`src/rtl/defl_ctrl_pkg.sv`:
```
package defl_ctrl_pkg;

   // Bit positions that the attached deflection logic decodes.
   localparam int unsigned MODE_BIT  = 7;
   localparam int unsigned LOCK_BIT  = 0;
   localparam int unsigned INH_BIT   = 1;
   localparam int unsigned PUMP_LSB  = 2;
   localparam int unsigned PUMP_W    = 2;
   localparam int unsigned CLR_BIT   = 4;
   localparam int unsigned MIN_DATA_W = MODE_BIT + 1;

   typedef enum logic [PUMP_W-1:0] {
      PUMP_SLOWEST  = 2'b00,
      PUMP_MOD_SLOW = 2'b01,
      PUMP_MOD_FAST = 2'b10,
      PUMP_FASTEST  = 2'b11
   } pump_e;

   typedef struct packed {
      logic  inhibit_en;
      logic  lock_en;
      pump_e pump;
   } ctrl_fields_t;

endpackage

```
`src/rtl/dbuf_slot.sv`:
```
module dbuf_slot #(
   parameter int unsigned VAL_W    = 7,
   parameter bit          DEFER_EN = 1'b1
) (
   input  logic             clk,
   input  logic             rst_n,
   input  logic             load,
   input  logic             load_defer,
   input  logic [VAL_W-1:0] load_val,
   input  logic             vert_evt,
   output logic [VAL_W-1:0] active_val,
   output logic             defer_mode
);

   if (VAL_W < 1) begin : g_bad_width
      $error("dbuf_slot: VAL_W must be at least 1");
   end

   // The apply-mode bit always follows the latest write at once.
   always_ff @(posedge clk or negedge rst_n) begin
      if (!rst_n) begin
         defer_mode <= 1'b0;
      end else if (load) begin
         defer_mode <= load_defer;
      end
   end

   if (DEFER_EN) begin : g_deferred
      logic [VAL_W-1:0] shadow_q;
      logic             pending_q;

      always_ff @(posedge clk or negedge rst_n) begin
         if (!rst_n) begin
            active_val <= '0;
            shadow_q   <= '0;
            pending_q  <= 1'b0;
         end else if (load && !load_defer) begin
            // Immediate write: applies now and drops any pending value.
            active_val <= load_val;
            shadow_q   <= load_val;
            pending_q  <= 1'b0;
         end else begin
            if (vert_evt && pending_q) begin
               active_val <= shadow_q;
               pending_q  <= 1'b0;
            end
            // A deferred write in the same cycle as the event stays pending.
            if (load) begin
               shadow_q  <= load_val;
               pending_q <= 1'b1;
            end
         end
      end
   end else begin : g_direct
      always_ff @(posedge clk or negedge rst_n) begin
         if (!rst_n) begin
            active_val <= '0;
         end else if (load) begin
            active_val <= load_val;
         end
      end
   end

endmodule

```
`src/rtl/sticky_flag_bank.sv`:
```
module sticky_flag_bank #(
   parameter int unsigned NFLAGS = 3
) (
   input  logic              clk,
   input  logic              rst_n,
   input  logic [NFLAGS-1:0] set_pulse,
   input  logic              clear_all,
   output logic [NFLAGS-1:0] flags
);

   if (NFLAGS < 1) begin : g_bad_count
      $error("sticky_flag_bank: NFLAGS must be at least 1");
   end

   for (genvar i = 0; i < NFLAGS; i++) begin : g_flag
      always_ff @(posedge clk or negedge rst_n) begin
         if (!rst_n) begin
            flags[i] <= 1'b0;
         end else if (set_pulse[i]) begin
            flags[i] <= 1'b1;        // set takes precedence over clear
         end else if (clear_all) begin
            flags[i] <= 1'b0;
         end
      end
   end

endmodule

```
`src/rtl/ctrl_field_reg.sv`:
```
module ctrl_field_reg
   import defl_ctrl_pkg::*;
#(
   parameter int unsigned DATA_W = 8
) (
   input  logic              clk,
   input  logic              rst_n,
   input  logic              load,
   input  logic [DATA_W-1:0] load_data,
   output ctrl_fields_t      fields,
   output logic              clear_cmd
);

   if (DATA_W < MIN_DATA_W) begin : g_bad_width
      $error("ctrl_field_reg: DATA_W too small for the control byte layout");
   end

   ctrl_fields_t next_fields;

   always_comb begin
      next_fields.lock_en    = load_data[LOCK_BIT];
      next_fields.inhibit_en = load_data[INH_BIT];
      next_fields.pump       = pump_e'(load_data[PUMP_LSB +: PUMP_W]);
   end

   always_ff @(posedge clk or negedge rst_n) begin
      if (!rst_n) begin
         fields <= '{inhibit_en: 1'b0, lock_en: 1'b0, pump: PUMP_SLOWEST};
      end else if (load) begin
         fields <= next_fields;
      end
   end

   // The clear command is a pulse in the acknowledge cycle only; nothing stores it.
   assign clear_cmd = load && load_data[CLR_BIT];

endmodule

```
`src/rtl/defl_ctrl_bank.sv`:
```
module defl_ctrl_bank
   import defl_ctrl_pkg::*;
#(
   parameter int unsigned ADDR_W      = 8,
   parameter int unsigned DATA_W      = 8,
   parameter int unsigned VAL_W       = 7,
   parameter int unsigned NFLAGS      = 3,
   parameter bit          DUTY_DEFER  = 1'b1,
   parameter bit          SUP_DEFER   = 1'b1,
   parameter logic [7:0]  ADDR_DUTY   = 8'h00,
   parameter logic [7:0]  ADDR_SUPREF = 8'h03,
   parameter logic [7:0]  ADDR_CTRL   = 8'h16
) (
   input  logic              clk,
   input  logic              rst_n,
   input  logic              wr_ack,
   input  logic [ADDR_W-1:0] wr_addr,
   input  logic [DATA_W-1:0] wr_data,
   input  logic              vert_evt,
   input  logic [NFLAGS-1:0] flag_set,
   output logic [VAL_W-1:0]  duty_val,
   output logic              duty_defer,
   output logic [VAL_W-1:0]  supref_val,
   output logic              supref_defer,
   output logic              lock_out_en,
   output logic              pll_inhibit_en,
   output logic [1:0]        pump_sel,
   output logic [NFLAGS-1:0] det_flags
);

   localparam logic [ADDR_W-1:0] A_DUTY = ADDR_W'(ADDR_DUTY);
   localparam logic [ADDR_W-1:0] A_SUP  = ADDR_W'(ADDR_SUPREF);
   localparam logic [ADDR_W-1:0] A_CTRL = ADDR_W'(ADDR_CTRL);

   if (DATA_W < MIN_DATA_W) begin : g_bad_data
      $error("defl_ctrl_bank: DATA_W must hold the mode bit");
   end
   if (VAL_W > MODE_BIT) begin : g_bad_val
      $error("defl_ctrl_bank: VAL_W overlaps the mode bit");
   end
   if (A_DUTY == A_SUP || A_DUTY == A_CTRL || A_SUP == A_CTRL) begin : g_bad_addr
      $error("defl_ctrl_bank: sub-addresses must be distinct");
   end

   logic hit_duty, hit_sup, hit_ctrl, clear_cmd;
   ctrl_fields_t fields;

   always_comb begin
      hit_duty = wr_ack && (wr_addr == A_DUTY);
      hit_sup  = wr_ack && (wr_addr == A_SUP);
      hit_ctrl = wr_ack && (wr_addr == A_CTRL);
   end

   dbuf_slot #(.VAL_W(VAL_W), .DEFER_EN(DUTY_DEFER)) u_duty (
      .clk        (clk),
      .rst_n      (rst_n),
      .load       (hit_duty),
      .load_defer (wr_data[MODE_BIT]),
      .load_val   (wr_data[VAL_W-1:0]),
      .vert_evt   (vert_evt),
      .active_val (duty_val),
      .defer_mode (duty_defer)
   );

   dbuf_slot #(.VAL_W(VAL_W), .DEFER_EN(SUP_DEFER)) u_supref (
      .clk        (clk),
      .rst_n      (rst_n),
      .load       (hit_sup),
      .load_defer (wr_data[MODE_BIT]),
      .load_val   (wr_data[VAL_W-1:0]),
      .vert_evt   (vert_evt),
      .active_val (supref_val),
      .defer_mode (supref_defer)
   );

   ctrl_field_reg #(.DATA_W(DATA_W)) u_ctrl (
      .clk       (clk),
      .rst_n     (rst_n),
      .load      (hit_ctrl),
      .load_data (wr_data),
      .fields    (fields),
      .clear_cmd (clear_cmd)
   );

   sticky_flag_bank #(.NFLAGS(NFLAGS)) u_flags (
      .clk       (clk),
      .rst_n     (rst_n),
      .set_pulse (flag_set),
      .clear_all (clear_cmd),
      .flags     (det_flags)
   );

   assign lock_out_en    = fields.lock_en;
   assign pll_inhibit_en = fields.inhibit_en;
   assign pump_sel       = fields.pump;

endmodule

```
`config.mk`:
```
export PLATFORM = sky130hd
export DESIGN_NAME = defl_ctrl_bank
export DESIGN_NICKNAME = d
export VERILOG_FILES = /design/src/rtl/defl_ctrl_pkg.sv /design/src/rtl/dbuf_slot.sv /design/src/rtl/sticky_flag_bank.sv /design/src/rtl/ctrl_field_reg.sv /design/src/rtl/defl_ctrl_bank.sv
export SDC_FILE = /design/constraint.sdc
export NUM_CORES = 1
export LEC_CHECK = 0
export BUFFER_PORTS_ARGS = -buffer_cell sky130_fd_sc_hd__buf_2
export CORE_MARGIN = 1.5
export CORE_UTILIZATION = 40
export DETAILED_ROUTE_END_ITERATION = 10
export PLACE_DENSITY = 0.66
export REMOVE_ABC_BUFFERS = 1
export SLEW_MARGIN = 20
export SYNTH_ARGS = -nofsm -noshare
export SYNTH_HDL_FRONTEND = slang
export SYNTH_HIERARCHICAL = 1
export SYNTH_SLANG_ARGS = --single-unit
```
`constraint.sdc`:
```
create_clock -name clk -period 1.4 [get_ports clk]
set_input_delay 0.07 -clock clk [delete_from_list [all_inputs] [get_ports clk]]
set_output_delay 0.07 -clock clk [all_outputs]
set_load 0.005 [all_outputs]
```
# --- Yosys cells after proc, flatten, opt, wreduce, memory -nomap -nowiden ---
# Index checks and enable logic that the tools add are counted.
totals:
  ff_bits: 39
  inputBits: 23
classes:
  eq_ne: 2
  n_reduce_logical: 19
  mux: 18
ops:
  columns: ["op", "n"]
  rows:
  - ["$mux 7", 8]
  - ["$reduce_bool 2->1", 7]
  - ["$mux 1", 10]
  - ["$eq 8x2->1 const B", 1]
  - ["$eq 8x5->1 const B", 1]
  - ["$logic_and 1x1->1", 8]
  - ["$logic_not 8->1", 1]
  - ["$reduce_bool 3->1", 2]
  - ["$logic_not 1->1", 1]

# --- Depth between registers and ports, before layout ---
# Gate-level depths: netlist (run 1).
depth:
  depth_word: 5
  mapped_depth: 6
  depth_no_buf: 5

# --- By module ---
# Netlist (run 1), hierarchy kept.
by_module_without_submodules:
  columns: ["mod", "area_per_inst_um2", "instances", "cells_each"]
  rows:
  - ["dbuf_slot", 764.5, 2, 62]
  - ["ctrl_field_reg", 152.6, 1, 9]
  - ["sticky_flag_bank", 101.3, 1, 7]
  - ["defl_ctrl_bank", 66.3, 1, 8]

# --- Least setup slack after synthesis (run 1) ---
# Ideal clock, no wire load.
synth_timing:
  kind: "input -> register"
  start: "input port wr_addr[5]"
  end: "register u_flags.flags[0]"
  t_arrival_ns: 1.475
  t_required_ns: 1.282
  path_slack_ns: -0.193
  path_buffers: 0
  cell_stages: 5
  path_cell_list: "or3_4 -> nor4_1 -> and2_2 -> inv_1 -> a21o_1"
synth_via:
  elab_chain_cells: 4
synth_rtl:
  columns: ["element", "line", "source"]
  rows:
  - ["start, declared", "defl_ctrl_bank.sv:17", "input logic [ADDR_W-1:0] wr_addr,"]
  - ["$eq 8x5->1", "defl_ctrl_bank.sv:51", "hit_ctrl = wr_ack && (wr_addr == A_CTRL);"]
  - ["$logic_and 1x1->1", "defl_ctrl_bank.sv:51", null]
  - ["via hit_ctrl", "defl_ctrl_bank.sv:45", "logic hit_duty, hit_sup, hit_ctrl, clear_cmd;"]
  - ["$logic_and 1x1->1", "ctrl_field_reg.sv:35", "assign clear_cmd = load && load_data[CLR_BIT];"]
  - ["via clear_cmd", "defl_ctrl_bank.sv:45", null]
  - ["$reduce_bool 2->1 (no source line)", null, null]
  - ["end signal, assigned by index", "sticky_flag_bank.sv:18", "flags[i] <= 1'b0;"]
  - ["end signal, assigned by index", "sticky_flag_bank.sv:20", "flags[i] <= 1'b1;"]
  - ["end signal, assigned by index", "sticky_flag_bank.sv:22", "flags[i] <= 1'b0;"]
  - ["end, declared", "sticky_flag_bank.sv:8", "output logic [NFLAGS-1:0] flags"]
# The timed path passes the listed nets, and every way through them passes these cells.
# A chain may end at the register's enable or synchronous reset.

# --- Final worst setup path (run 1) ---
layout_timing:
  start: "input port wr_addr[0]"
  end: "register u_duty.active_val[1]"
layout_via:
  elab_chain_cells: 4
  word_cells_on_any_way: 5
layout_rtl:
  columns: ["element", "line", "source"]
  rows:
  - ["$logic_not 8->1 (*)", "defl_ctrl_bank.sv:49", "hit_duty = wr_ack && (wr_addr == A_DUTY);"]
  - ["$logic_and 1x1->1 (*)", "defl_ctrl_bank.sv:49", null]
  - ["via hit_duty", "defl_ctrl_bank.sv:45", null]
  - ["$logic_and 1x1->1 (*)", "dbuf_slot.sv:37", "end else if (load && !load_defer) begin"]
  - ["$mux 7 or $reduce_bool 2->1 (tied branches)", null, null]
  - ["end signal, assigned", "dbuf_slot.sv:39", "active_val <= load_val;"]
  - ["end signal, assigned", "dbuf_slot.sv:44", "active_val <= shadow_q;"]
  - ["end, declared", "dbuf_slot.sv:11", "output logic [VAL_W-1:0] active_val,"]
# Mark *: on every way through the listed nets, which the timed path passes. The rest lies on a longest branch.

==> results of run 1 <==
-- final timing paths --
check,from,endpoint,slack [ps],depth (start not counted)
max,wr_addr[0],u_duty/active_val[1],70,6
min,wr_data[6],u_supref/g_deferred.shadow_q[6],70,2
max reg2reg,u_supref/g_deferred.pending_q,u_supref/active_val[0],290,2
min reg2reg,u_flags/flags[0],u_flags/flags[0],480,1
max in group asynchronous,rst_n,u_flags/flags[1],670,3
min in group asynchronous,rst_n,u_duty/active_val[6],260,2
-- per-layer routing --
layer | up-vias | share of wire | global-route usage
li1 | 653 | - | -
met1 | 727 | 0.43 | 0.220
met2 | 35 | 0.51 | 0.282
met3 | 8 | 0.035 | 0.0456
met4 | 0 | 0.022 | 0.0922
met5 | - | 0 | 0
-- flip-flops by register name, summed over array words and instances, names as in the netlist --
signal and flops:
u_duty/defer_mode 1, u_supref/active_val 7, u_flags/flags 3, u_supref/g_deferred.shadow_q 7, u_duty/active_val 7, u_ctrl/fields 4
u_supref/g_deferred.pending_q 1, u_supref/defer_mode 1, u_duty/g_deferred.pending_q 1, u_duty/g_deferred.shadow_q 7
-- cells in the final DEF (no fill, tap or decap), drive strengths merged --
master | synthesis | final
a21bo | 14 | 14
a21o | 3 | 3
a31oi | 14 | 14
and2 | 1 | 1
buf | 10 | 53
clkbuf | 0 | 8
dfrtp | 39 | 39
dlygate4sd3 | 0 | 4
inv | 3 | 3
mux2 | 18 | 18
nand2 | 2 | 2
nand2b | 5 | 5
nand3 | 15 | 15
nand4b | 1 | 1
nor3b | 14 | 14
nor4 | 3 | 3
o21ai | 4 | 4
or3 | 1 | 1
or4b | 1 | 1
-- final cells by class --
type / count / area [µm²]
repair buffers: 57 / 338
flip-flops and latches: 39 / 976
inverters: 3 / 11.3
multi-input cells: 96 / 771
clock buffers: 8 / 100
fillers: 392 / 2150
well taps: 52 / 65.1
-- what timing repair did --
action / 4_1_cts / 5_1_grt
buffers inserted: 0 / 0
resized for setup: 0 / 1
hold endpoints to repair: 22 / 0
hold buffers: 4 / 0
endpoints found under the setup margin: 0 / 7
-- logic make-up after synthesis --
group | Yosys count | share of synthesized area
multiplexers | 18 | 0.114
flip-flops | 39 | 0.528
buffers and inverters | 13 | 0.0602
AO/OA/AOI/OAI | 35 | 0.146
AND/OR/NAND/NOR | 43 | 0.152
-- cells in the mapped netlist, drive strengths merged --
library cell  number  area, µm²
or4b               1       10.0
nor4               3       25.0
dfrtp             39        976
inv                3       11.3
nand2              2       7.51
nand4b             1       8.76
a31oi             14       87.6
or3                1       11.3
o21ai              4       20.0
a21bo             14        140
and2               1       7.51
nand2b             5       31.3
nor3b             14        105
mux2              18        210
nand3             15       75.1
a21o               3       22.5
buf               10        100
-- critical path: cells and delay by family --
family	cells	cell delay [ps]
compound gates	1	200
buf+inv	2	370
simple gates	3	900
-- power by group --
part | leakage (nW) | switching (mW) | internal (mW)
clock | 0.0515 | 0.369 | 0.449
sequential | 0.514 | 0.0263 | 1.18
combinational | 0.513 | 0.109 | 0.118
==> run metrics, run 1 <==
Max clock buf depth=2; Iter 0 DRT Violations=53; # diodes=0; VDD IR max=0.000434 V; vias in the first global route=1,404; Lkg Pwr=around 1.1 nW; die height=between 70 and 80 µm; Max Slew Vio Count=0; Ys Warns=6; Die X=71.0 µm; Hold Crit Class=in2reg; DR pass1 iterations=6; Mean Syn Cell Area=12.5 µm²; status=completed; Critical Path Sink Type=register; CTS sink count=39; global-route wire length before repair=between 6000 and 7000 µm; path type of the worst setup path=in2reg; dpl cell area=2120 µm²; Least-Margin Pin Slew=~530 ps; Max Fanout on Critical Path=18; die area=between 5000 and 6000 µm²; clock root cell=clkbuf_8; Initial Utilization=0.419; post-synthesis cell type count=21; #FFs+latches synth=39; Final Hold Vio Count=0; synthesized instance count=roughly 150; RePlAce Congestion=around 0.86; Design Area, Final=~2300 µm²; CTS tree=done; Final ANT Viol Nets=0; htree depth=2; Total Power=~2.2 mW; final wirelength=4240 µm; post-synthesis sequential area ratio=0.528; power density cells=slightly below 1000 nW/µm²; minimum clock period=about 1300 ps; worst-path cell chain=buf_2 -> or4b_1 -> nor4_2 -> buf_4 -> nand2b_1 -> a31oi_1; Detailed Place HPWL=just under 3000 µm; Final Util=0.512; fin worst setup slack=66.1 ps; I/O Buffers=45; startpoint types=primary input; layout cells sized above 1=0.448; CP required=1600 ps; Clock Latency Late Sink=approximately 290 ps; largest net degree at the start of global routing=31; relative slew slack=0.647; grt ovf=0; drt drc=0; area growth from synthesis to layout=22.3%; # setup viols final=0; cell count after placement=243; Core ar.=4410 µm²; drt via density=between 5 and 6; Hold WS=~74 ps; total global-route track usage=0.176; Nets=225; Max Fclk=about 0.75 GHz; Post-Layout Cell Count=~260; setup_tns=0 ps; clock skew=a little over 4 ps; fraction of the cycle the final worst path needs=0.953; Via Count=1,423; # rows=24; TritonCTS buffer count=5; clock-pin transition on the worst setup and hold timing paths=70 ps; Post-Syn Area=around 1800 µm²; crit-path max cell delay=530 ps; worst path arrival time=approximately 1500 ps; initial antenna violation count=0; Placement Setup Slack=-281 ps; Slowest-stage cell, CP=or4b_1; wire length per cell=16.6 µm; # IOs=46; max_cap viols=0
No activity file was read; power rests on OpenSTA's default activity.
==> run 2, diff against run 1 <==
PLACE_DENSITY = 0.68   (was 0.66)
SLEW_MARGIN = 40   (was 20)
clock period = 1.2 ns   (was 1.4 ns; I/O delays follow)
==> run metrics, run 2 (synthesized netlist as in run 1, its figures left out) <==
vias in the first global route=1,360 (-3.1%); crit-path max cell delay=530 ps (about the same); # IOs=46 (unchanged); VDD IR max=0.000428 V (-1.3%); status=finished with violations; global-route wire length before repair=6910 µm (+1.2%); violations in the final reports=setup timing; Hold Crit Class=in2reg; die height=71.0 µm (unchanged); Top delay family on crit path=simple AND/OR/NAND/NOR gates; Least-Margin Pin Slew=468 ps (-61.0 ps); I/O Buffers=45 (unchanged); Detailed Place HPWL=2620 µm (-10%); dpl cell area=2170 µm² (+2.4%); Critical Path Sink Type=register; worst path arrival time=1420 ps (-120 ps); Via Count=1,419 (-0.28%); worst-path cell chain=buf_6 -> or4b_4 -> nor4_4 -> buf_6 -> mux2_2; total global-route track usage=0.175 (-0.000954); CTS tree=done; Max Fanout on Critical Path=8 (-10); # diodes=0 (unchanged); Final Hold Vio Count=0 (unchanged); Initial Utilization=0.419 (unchanged); grt ovf=0 (unchanged); Final ANT Viol Nets=0 (unchanged); Clock Latency Late Sink=290 ps (about the same); minimum clock period=around 1200 ps; path type of the worst setup path=in2reg; Clk pwr share=0.331 (-0.033); Nets=232 (+3.1%); clock-pin transition on the worst setup and hold timing paths=80 ps (about the same); internal power=1.93 mW (+11%); initial antenna violation count=0 (unchanged); Net Sw Power=629 µW (+25%); Hold WS=92.2 ps (+18.6 ps); most common cell after layout, fill and taps aside=buf_2; unrepaired setup endpoints after global routing=yes; Die X=71.0 µm (unchanged); Lkg Pwr=1.17 nW (+8.9%); wire length per cell=16.2 µm (-2.6%); CP most frequent cell=buf_6; most frequent cells in the layout=buf_2, dfrtp_1, nand3_1, a31oi_1, mux2_4; setup_tns=-301 ps (-301 ps); area growth from synthesis to layout=34.8%; clock root cell=clkbuf_8; Core ar.=4410 µm² (unchanged); # rows=24 (unchanged); Sw Ratio=0.245 (+0.0211); CTS sink count=39 (unchanged); layout cells sized above 1=0.543 (+0.0946); TritonCTS buffer count=5 (unchanged); DR pass1 iterations=4 (-2); Slowest-stage cell, CP=or4b_4; fillcell total=375 (-4.3%); CP required=1370 ps (-230 ps); Max clock buf depth=2 (unchanged); htree depth=2 (unchanged); combinational share of power=0.123 (+0.022); drt via density=5.42 (-2.9%); Max Fclk=between 0.8 and 0.9 GHz; relative slew slack=0.688 (+0.0407); die area=5040 µm² (unchanged); # setup viols final=10 (+10); Iter 0 DRT Violations=92 (+74%); power density cells=1030 nW/µm² (+3.4%); max_cap viols=0 (unchanged); Max Slew Vio Count=0 (unchanged); drt drc=0 (unchanged); CP bufs+invs=2 (unchanged); final wirelength=4240 µm (about the same); startpoint types=primary input; sequential share of power=0.546 (+0.011); largest net degree at the start of global routing=40 (+29%); fraction of the cycle the final worst path needs=1.04; fin worst setup slack=-44.3 ps (-110 ps); Design Area, Final=2490 µm² (+10%); clock skew=5.63 ps (+1.57 ps); RePlAce Congestion=0.790 (-7.7%)
run 2: cell types whose count changed in the layout (fill, tap and decap cells not counted), moves of 3 or more:
cell,previous run,this run
nor3b_2,0,7
nor3b_1,14,6
clkinv_2,0,3
buf_6,0,8
nand2b_4,0,3
mux2_2,16,6
mux2_4,2,12
nor4_4,0,3
run 2: worst paths after layout:
kind,slack [ps],from,cells past startpoint,to
setup / recovery,-40,wr_addr[0],5,u_duty/g_deferred.shadow_q[5]
hold / removal,90,wr_data[2],2,u_supref/g_deferred.shadow_q[2]
setup reg to reg,110,u_supref/g_deferred.pending_q,2,u_supref/active_val[0]
hold reg to reg,480,u_flags/flags[0],1,u_flags/flags[0]
max in group asynchronous,730,rst_n,3,u_duty/g_deferred.pending_q
min in group asynchronous,280,rst_n,3,u_duty/active_val[5]
run 2: final cells by class:
cell class / instances / area [µm²] / share of cell area
clock inverter: 3 / 15.0 / 0.00602
tap: 52 / 65.1 / 0.0261
sequential: 39 / 977 / 0.392
inverter: 3 / 11.3 / 0.00452
clock buffer: 5 / 68.8 / 0.0276
timing repair buffer: 64 / 438 / 0.176
multi-input combinational: 96 / 918 / 0.368
run 2: per-layer routing:
metal | track usage | vias to the layer above | wire length [µm]
met5 | 0 | - | 0
met4 | 0.0692 | 0 | 64
met3 | 0.0342 | 5 | 126
met2 | 0.274 | 28 | 2080
met1 | 0.242 | 722 | 1980
li1 | - | 664 | -
run 2: power by group through the flow:
stage	Combinational [mW]	Sequential [mW]	Clock [mW]
final	0.315	1.40	0.849
after global routing	0.343	1.41	0.930
after CTS	0.301	1.40	0.870
after detailed placement	0.268	1.43	0
after global placement	0.265	1.42	0
after floorplan	0.0831	1.43	0
run 2: per-stage QoR:
step | total power, mW | util | cells | setup WS (ps)
after floorplan | 1.51 | - | 138 | -1250
after global placement | 1.69 | 0.491 | 248 | -550
after detailed placement | 1.69 | 0.491 | 248 | -543
after CTS | 2.57 | 0.549 | 262 | -38.6
after global routing | 2.68 | 0.565 | 262 | -97.7
final | 2.56 | 0.565 | 262 | -44.3
run 2: repair_timing:
action                                 CTS  global route
hold buffers                             4             0
endpoints found under the hold margin   42             0
gates cloned                             1             1
gates resized for setup                 28            22
pin swaps                                3             5
buffers inserted                         1             0
setup endpoints to repair               31            38
==> run 3, diff against run 2 <==
GPL_TIMING_DRIVEN = 0   (was not set)
==> run metrics, run 3 (synthesized netlist as in run 1, its figures left out) <==
Via Count=1,403 (-1.1%); CP required=1390 ps (+20 ps); DR pass1 iterations=4 (unchanged); most frequent cells in the layout=buf_2, dfrtp_1, nand3_1, mux2_4, a31oi_1; Lkg Pwr=1.16 nW (-1.3%); worst path arrival time=1510 ps (+90 ps); Hold WS=49.1 ps (-43.1 ps); drt via density=5.42 (about the same); Max Fclk=0.757 GHz (-5.7%); Clock Latency Late Sink=300 ps (about the same); setup_tns=-1030 ps (-731 ps); minimum clock period=1320 ps (+75.8 ps); global-route wire length before repair=7150 µm (+3.4%); Core ar.=4410 µm² (unchanged); Iter 0 DRT Violations=148 (+61%); Detailed Place HPWL=2560 µm (-2.5%); Net Sw Power=631 µW (+0.30%); total global-route track usage=0.186 (+0.0101); sequential share of power=0.538 (-0.008); drt drc=0 (unchanged); Total Power=2.60 mW (+1.6%); area growth from synthesis to layout=32.6%; Clk pwr share=0.349 (+0.018); clock-pin transition on the worst setup and hold timing paths=80 ps (about the same); Hold Crit Start=wr_data[6]; clock root cell=clkbuf_8; R2R depth=2 (unchanged); CTS tree=done; internal power=1.97 mW (+2.0%); # diodes=0 (unchanged); Initial Utilization=0.419 (unchanged); RePlAce Congestion=0.741 (-6.2%); startpoint types=primary input; path type of the worst setup path=in2reg; combinational share of power=0.114 (-0.009); Final ANT Viol Nets=0 (unchanged); Critical Path Source=wr_addr[5]; # rows=24 (unchanged); Least-Margin Pin Slew=544 ps (+75.4 ps); power density cells=1060 nW/µm² (+3.3%); most common cell after layout, fill and taps aside=buf_2; layout cells sized above 1=0.531 (-0.0115); vias in the first global route=1,450 (+6.6%); Post-Layout Cell Count=259 (-1.1%); Die X=71.0 µm (unchanged); largest net degree at the start of global routing=40 (unchanged); VDD IR max=0.000394 V (-7.9%); die height=71.0 µm (unchanged); relative slew slack=0.638 (-0.0503); fin worst setup slack=-120 ps (-75.8 ps); htree depth=2 (unchanged); grt ovf=0 (unchanged); CTS sink count=39 (unchanged); Max Fanout on Critical Path=6 (-2); final wirelength=4410 µm (+4.0%); initial antenna violation count=0 (unchanged); R2R Setup Slk=90 ps (-20 ps); fraction of the cycle the final worst path needs=1.10 (+0.0632); violations in the final reports=setup timing; worst hold stages=2 (unchanged); reg-to-reg critical path startpoint=u_duty/g_deferred.pending_q; # setup viols final=17 (+7); Max Slew Vio Count=0 (unchanged); Placement Setup Slack=-620 ps (-76.7 ps); Hold Crit Class=in2reg; TritonCTS buffer count=5 (unchanged); dpl cell area=2090 µm² (-3.8%); unrepaired setup endpoints after global routing=yes; status=finished with violations; Max clock buf depth=2 (unchanged); cell count after placement=239 (-3.6%); Critical Path Sink Type=register; Design Area, Final=2450 µm² (-1.7%); Final Hold Vio Count=0 (unchanged); Final Util=0.556 (-0.00935); max_cap viols=0 (unchanged); # IOs=46 (unchanged); die area=5040 µm² (unchanged); Nets=230 (-0.86%); wire length per cell=17.0 µm (+5.2%); I/O Buffers=45 (unchanged); Sw Ratio=0.242 (-0.00309); clock skew=5.80 ps (+0.172 ps)
-- run 3: cell type report --
type,count,area (µm²)
Inverter,3,11.3
Fill cell,381,1960
Timing Repair Buffer,62,400
Clock buffer,6,82.6
Multi-Input combinational cell,96,912
Clock inverter,1,5.00
Tap cell,52,65.1
Sequential cell,39,976
-- run 3: worst max-delay path, stage by stage --
cell,delay [ps]
buf_6,90
or3_4,420
buf_6,140
nor4_4,280
buf_4,220
mux2_4,300
-- run 3: per-layer routing --
layer,vias up,track usage,share of wire
li1,664,-,-
met1,691,0.235,0.44
met2,40,0.304,0.50
met3,8,0.0342,0.041
met4,0,0.0943,0.025
met5,-,0,0
-- run 3: power groups by stage --
stage	Combinational [mW]	Sequential [mW]	Clock, mW
4_1_cts	0.288	1.40	0.931
6_report	0.296	1.40	0.908
2_1_floorplan	0.0831	1.43	0
3_3_place_gp	0.235	1.42	0
5_1_grt	0.323	1.41	0.993
3_5_place_dp	0.244	1.42	0
-- run 3: timing repair --
action / 4_1_cts / 5_1_grt
endpoints found under the setup margin: 35 / 31
endpoints found under the hold margin: 42 / 0
pin swaps: 6 / 2
setup buffers: 8 / 0
gates cloned: 1 / 0
gates resized for setup: 34 / 8
hold buffers: 4 / 0
-- run 3: path summary, 6_finish.rpt --
path | endpoint
max | u_duty/g_deferred.shadow_q[4]
max in group asynchronous | u_supref/g_deferred.shadow_q[4]
min in group asynchronous | u_duty/g_deferred.pending_q
min reg2reg | u_flags/flags[2]
max reg2reg | u_duty/active_val[4]
min | u_duty/g_deferred.shadow_q[6]
